File: src/rtl/pad_port_pkg.sv
package pad_port_pkg;
  typedef logic [1:0] phase_t;
  localparam int BTN_W   = 12;
  localparam int B_UP    = 0;
  localparam int B_DOWN  = 1;
  localparam int B_LEFT  = 2;
  localparam int B_RIGHT = 3;
  localparam int B_B     = 4;
  localparam int B_C     = 5;
  localparam int B_A     = 6;
  localparam int B_START = 7;
  localparam int B_Z     = 8;
  localparam int B_Y     = 9;
  localparam int B_X     = 10;
  localparam int B_MODE  = 11;
  localparam int SEL_BIT = 6;
  localparam phase_t PH_LAST = 2'd3;
endpackage

File: src/rtl/pad_phase_track.sv
module pad_phase_track
  import pad_port_pkg::*;
#(
  parameter int TIMEOUT_TICKS = 150000,
  parameter bit PHASE_WRAP    = 1'b0
)(
  input  logic   clk,
  input  logic   rst_n,
  input  logic   six_en,
  input  logic   data_wr,
  input  logic   sel_old,
  input  logic   sel_new,
  output phase_t phase
);
  localparam int CNT_W = $clog2(TIMEOUT_TICKS) + 1;
  localparam logic [CNT_W-1:0] LIM = CNT_W'(TIMEOUT_TICKS - 1);

  logic [CNT_W-1:0] idle_cnt;
  logic             step;
  phase_t           phase_inc;

  assign step = data_wr && six_en && !sel_old && sel_new;

  generate
    if (PHASE_WRAP) begin : g_wrap
      assign phase_inc = phase + 2'd1;
    end else begin : g_sat
      assign phase_inc = (phase == PH_LAST) ? PH_LAST : phase + 2'd1;
    end
  endgenerate

  always_ff @(posedge clk) begin
    if (!rst_n) begin
      phase    <= '0;
      idle_cnt <= '0;
    end else if (data_wr) begin
      idle_cnt <= '0;
      if (step) phase <= phase_inc;
    end else if (idle_cnt == LIM) begin
      phase <= '0;
    end else begin
      idle_cnt <= idle_cnt + 1'b1;
    end
  end

  AST_PHASE_STEP: assert property (@(posedge clk) disable iff (!rst_n)
    step && phase != PH_LAST |=> phase == $past(phase) + 2'd1);
  AST_PHASE_HOLD_NO_RISE: assert property (@(posedge clk) disable iff (!rst_n)
    data_wr && !step |=> $stable(phase));
  AST_PHASE_IDLE_CLEAR: assert property (@(posedge clk) disable iff (!rst_n)
    !data_wr && idle_cnt == LIM |=> phase == '0);
  AST_PHASE_QUIET_HOLD: assert property (@(posedge clk) disable iff (!rst_n)
    !data_wr && idle_cnt != LIM |=> $stable(phase));
endmodule

File: src/rtl/pad_read_mux.sv
module pad_read_mux
  import pad_port_pkg::*;
(
  input  logic             six_en,
  input  phase_t           phase,
  input  logic [7:0]       data_q,
  input  logic [7:0]       ctrl_q,
  input  logic [BTN_W-1:0] btn_n,
  output logic [7:0]       val
);
  logic       sel;
  logic [7:0] base;
  logic [5:0] pad_bits;
  logic [1:0] sa;

  assign sel  = data_q[SEL_BIT];
  assign base = data_q & (ctrl_q | 8'h80);
  assign sa   = {btn_n[B_START], btn_n[B_A]};

  always_comb begin
    if (six_en && phase == 2'd2 && !sel)
      pad_bits = {sa, 4'b0000};
    else if (six_en && phase == PH_LAST && sel)
      pad_bits = {btn_n[B_C], btn_n[B_B], btn_n[B_MODE], btn_n[B_X],
                  btn_n[B_Y], btn_n[B_Z]};
    else if (six_en && phase == PH_LAST)
      pad_bits = {sa, 4'b1111};
    else if (sel)
      pad_bits = {btn_n[B_C], btn_n[B_B], btn_n[B_RIGHT], btn_n[B_LEFT],
                  btn_n[B_DOWN], btn_n[B_UP]};
    else
      pad_bits = {sa, 2'b00, btn_n[B_DOWN], btn_n[B_UP]};
  end

  assign val = base | {2'b00, pad_bits};
endmodule

File: src/rtl/pad_port_mux.sv
module pad_port_mux
  import pad_port_pkg::*;
#(
  parameter int TIMEOUT_TICKS = 150000,
  parameter bit PHASE_WRAP    = 1'b0
)(
  input  logic        clk,
  input  logic        rst_n,
  input  logic        six_btn,
  input  logic [11:0] btn_n,
  input  logic        wr_en,
  input  logic        wr_sel,
  input  logic [7:0]  wr_data,
  input  logic        rd_sel,
  output logic [15:0] rd_data
);
  logic [7:0] data_q;
  logic [7:0] ctrl_q;
  logic [7:0] pad_val;
  logic [7:0] rd_byte;
  logic       data_wr;
  phase_t     phase;

  assign data_wr = wr_en && !wr_sel;

  always_ff @(posedge clk) begin
    if (!rst_n) begin
      data_q <= '0;
      ctrl_q <= '0;
    end else if (wr_en) begin
      if (wr_sel) ctrl_q <= wr_data;
      else        data_q <= wr_data;
    end
  end

  pad_phase_track #(
    .TIMEOUT_TICKS(TIMEOUT_TICKS),
    .PHASE_WRAP   (PHASE_WRAP)
  ) u_phase (
    .clk    (clk),
    .rst_n  (rst_n),
    .six_en (six_btn),
    .data_wr(data_wr),
    .sel_old(data_q[SEL_BIT]),
    .sel_new(wr_data[SEL_BIT]),
    .phase  (phase)
  );

  pad_read_mux u_mux (
    .six_en(six_btn),
    .phase (phase),
    .data_q(data_q),
    .ctrl_q(ctrl_q),
    .btn_n (btn_n),
    .val   (pad_val)
  );

  assign rd_byte = rd_sel ? ctrl_q : pad_val;
  assign rd_data = {rd_byte, rd_byte};

  AST_OUT_BIT7_DATA: assert property (@(posedge clk) disable iff (!rst_n)
    !rd_sel |-> rd_data[7] == data_q[7]);
  AST_PH3_LOW_ONES: assert property (@(posedge clk) disable iff (!rst_n)
    !rd_sel && six_btn && phase == PH_LAST && !data_q[SEL_BIT]
      |-> rd_data[3:0] == 4'hF);
  AST_PH2_LOW_ZEROS: assert property (@(posedge clk) disable iff (!rst_n)
    !rd_sel && six_btn && phase == 2'd2 && !data_q[SEL_BIT] && ctrl_q[3:0] == 4'h0
      |-> rd_data[3:0] == 4'h0);
  AST_CTRL_WR_KEEPS_PHASE: assert property (@(posedge clk) disable iff (!rst_n)
    wr_en && wr_sel |=> $stable(phase));
endmodule

File: config.mk
export PLATFORM = sky130hd
export DESIGN_NAME = pad_port_mux
export DESIGN_NICKNAME = d
export VERILOG_FILES = /design/src/rtl/pad_port_pkg.sv /design/src/rtl/pad_phase_track.sv /design/src/rtl/pad_read_mux.sv /design/src/rtl/pad_port_mux.sv
export SDC_FILE = /design/constraint.sdc
export NUM_CORES = 1
export LEC_CHECK = 0
export ABC_CLOCK_PERIOD_IN_PS = 4600
export BUFFER_PORTS_ARGS = -buffer_cell sky130_fd_sc_hd__buf_2
export CAP_MARGIN = 20
export CORE_MARGIN = 3
export CORE_UTILIZATION = 58
export DETAILED_ROUTE_END_ITERATION = 16
export PLACE_DENSITY_LB_ADDON = 0.25
export SLEW_MARGIN = 10
export SYNTH_ARGS = -nofsm -noshare
export SYNTH_HDL_FRONTEND = slang
export SYNTH_HIERARCHICAL = 1
export SYNTH_SLANG_ARGS = --single-unit
File: constraint.sdc
create_clock -name clk -period 4.6 [get_ports clk]
set_input_delay 1.15 -clock clk [delete_from_list [all_inputs] [get_ports clk]]
set_output_delay 1.15 -clock clk [all_outputs]
set_load 0.01 [all_outputs]
==> summary.md <==
| Metric | Value |
|---|---|
| Outcome | `finished, final reports clean` |
| Hold Crit Depth | `2` |
| Post-synthesis sequential area ratio | `37.5%` |
| Initial antenna violation count | `0` |
| DR vias | `1687` |
| Drt via density | `~5.6` |
| Leakage | `0.867 nW` |
| Final period utilization | `70.3%` |
| Fill count | `281` |
| Chip height | `64.4 um` |
| WP data required | `3.45 ns` |
| Hold Violations, Final | `0` |
| RSZ-0062 raised after global routing | `false` |
| Clk_lat worst skew | `0.34 ns` |
| R2r worst-path depth | `5` |
| Reg-to-Reg Start | `u_phase/idle_cnt[0]` |
| Share of cells above drive strength 1 | `~22%` |
| Async S/R FF share, synth | `0%` |
| Highest-count cells in the layout ignoring fill and taps | `buf_2, dfxtp_1, nand2_1, mux2i_1` |
| Max H-tree Level | `2` |
| Slew @ Worst Pin | `0.615 ns` |
| First-pass GRT wire length | `6820 um` |
| # setup viols final | `0` |
| Vias in the first global route | `around 1.5k` |
| Fmax | `309 MHz` |
| Antenna-violating nets left | `0` |
| Layout Skew | `between 0.008 and 0.009 ns` |
| Pre-CTS setup slack | `1.35 ns` |
| Number of port buffers | `41` |
| Die X | `64.4 um` |
| Crit path to | `rd_data[1]` |
| Most common cell after layout, fill and taps aside | `buf_2` |
| Gpl congestion | `0.811` |
| Reg2Reg Capture Point | `u_phase/idle_cnt[14]` |
| Post-CTS Setup Bufs | `0` |
| First DRT Iteration DRCs | `98` |
| Syn_nets | `roughly 250` |
| Total of max-cap violations | `0` |
| Post-synth EDFFs | `0` |
| Crit path DAT | `2.09 ns` |
| Post-CTS Hold Fix Bufs | `0` |
| Peak VDD IR | `between 0.15 and 0.2 mV` |
| CP endpoint kind | `primary output` |
| Rows | `20` |
| Syn. warnings | `6` |
| Max Slew Vio Count | `0` |
| Crit path max fanout | `5` |
| Worst slew margin | `between 50 and 60%` |
| Drt first pass iters | `4` |
| DR DRC count | `0` |
| Final design utilization | `68.1%` |
| Max Buffers Root-to-Sink | `2` |
| Total die area | `between 0.004 and 0.005 mm2` |
| Synth cell types | `39` |
| Hold Slack | `around 0.47 ns` |
| Startpoint Class | `input port` |
| Cells after synthesis | `226` |
| Post-DP Area | `0.00210 mm2` |
| Flop2flop setup slack | `around 2.7 ns` |
| Initial Utilization | `62.7%` |
| Min Tclk post-route | `3.24 ns` |
| Root buffer cell | `clkbuf_4` |
| Flops & latches, synth | `37` |
| # IOs | `42` |
| WL final | `roughly 4000 um` |
| Synth Flop Type | `dfxtp_1` |
| Cell area power density | `about 260 mW/mm2` |
| Syn_area_per_cell | `8.74 um2` |
| CTS tree | `built` |
| Core Footprint | `0.00315 mm2` |
| DP Wirelength | `2870 um` |
| Largest net degree at the start of global routing | `28` |
| Clk sinks | `37` |
| Final Power | `0.562 mW` |
| Routed length per instance | `13.4 um` |
| HP Class | `flip-flop to flip-flop` |
| CTS Buf Count | `5` |
| Final nets | `about 280` |
| Area Growth Syn to Fin | `8.74%` |
| Antenna cells | `0` |
| CP startpoint | `six_btn` |
| Grt total ovfl | `0` |
| Finished Layout Cells | `301` |
| Total Routing Usage GR | `21.1%` |
| Post-route worst setup slack | `around 1.4 ns` |
| Clk slew on worst S/H paths | `0.10 ns` |
| Placed insts | `293` |
| Final std cell area, no fill | `0.00215 mm2` |
| Post-Syn Area | `around 0.0020 mm2` |
| PostCTS Resize Cnt | `0` |
| Setup tns final | `0 ns` |
| Kind of critical path | `input port to primary output` |
## where the power goes
group | switching [mW] | leakage (nW) | internal [mW] | total (mW)
Combinational | 0.0330 | 0.540 | 0.0311 | 0.0641
Clock | 0.0994 | 0.0265 | 0.0609 | 0.160
Sequential | 0.00855 | 0.301 | 0.329 | 0.338
## layout make-up
class	count	area, um2	share of cell area (%)
clock buffers	8	48.8	2.27
inverters	5	18.8	0.874
multi-input cells	166	1080	50.3
flip-flops and latches	37	741	34.5
well taps	44	55.1	2.56
repair buffers	41	205	9.55
## per-layer routing
layer | vias to the layer above | wire length (um) | GRT usage (%)
met5 | - | 0 | 0
met4 | 0 | 81 | 11.9
met3 | 7 | 159 | 5.27
met2 | 31 | 1830 | 31.8
met1 | 775 | 1950 | 27.4
li1 | 874 | - | -
## sequential cells by signal, indices dropped and copies added, names as in the netlist
register	cells
ctrl_q	8
data_q	8
u_phase/idle_cnt	19
u_phase/phase	2
## worst max-delay path, cell delays in order
cell	delay (ns)
buf_2	0.11
nand3_1	0.09
a221o_1	0.33
mux2_2	0.26
buf_2	0.14
## how the worst min path moves through the flow
stage	startpoint	end	slack, ns
after floorplan	ctrl_q[7]	ctrl_q[7]	0.43
after global placement	ctrl_q[7]	ctrl_q[7]	0.44
after detailed placement	ctrl_q[7]	ctrl_q[7]	0.45
after CTS	ctrl_q[7]	ctrl_q[7]	0.47
after global routing	data_q[0]	data_q[0]	0.50
final	ctrl_q[7]	ctrl_q[7]	0.47
## kinds of logic (layout without fill, tap and decap cells)
logic type / count (synthesis) / in the layout / synth area share, %
simple gates: 99 / 99 / 27.0
xor+xnor: 8 / 8 / 3.55
flops: 37 / 37 / 37.5
mux: 24 / 24 / 12.7
buf+inv: 23 / 54 / 7.85
compound gates: 34 / 34 / 10.8
fa+ha+maj: 1 / 1 / 0.633
## synth_stat cells, drive strengths merged (2+ instances only)
cell    number  area share, %
and3         4            1.3
inv          5           0.95
xnor2        5            2.2
o21ai        7            1.8
nand2b       3           0.95
buf         17            6.7
o31ai        6            2.3
or4          5            1.9
nand2       34            6.5
nor4         2           0.63
nor3b        2           0.76
nand3       11            3.7
nand4        6            1.9
nor2b        3           0.95
a31oi        2           0.63
mux2         8            4.6
nor2        13            2.5
nor3         4            1.0
a21oi       13            3.3
and2         3           0.95
a221o        4            2.0
mux2i       16            8.1
dfxtp       37             37
and4b        2            1.0
and4         3            1.3
xor2         3            1.3
No activity file was read; power rests on OpenSTA's default activity.
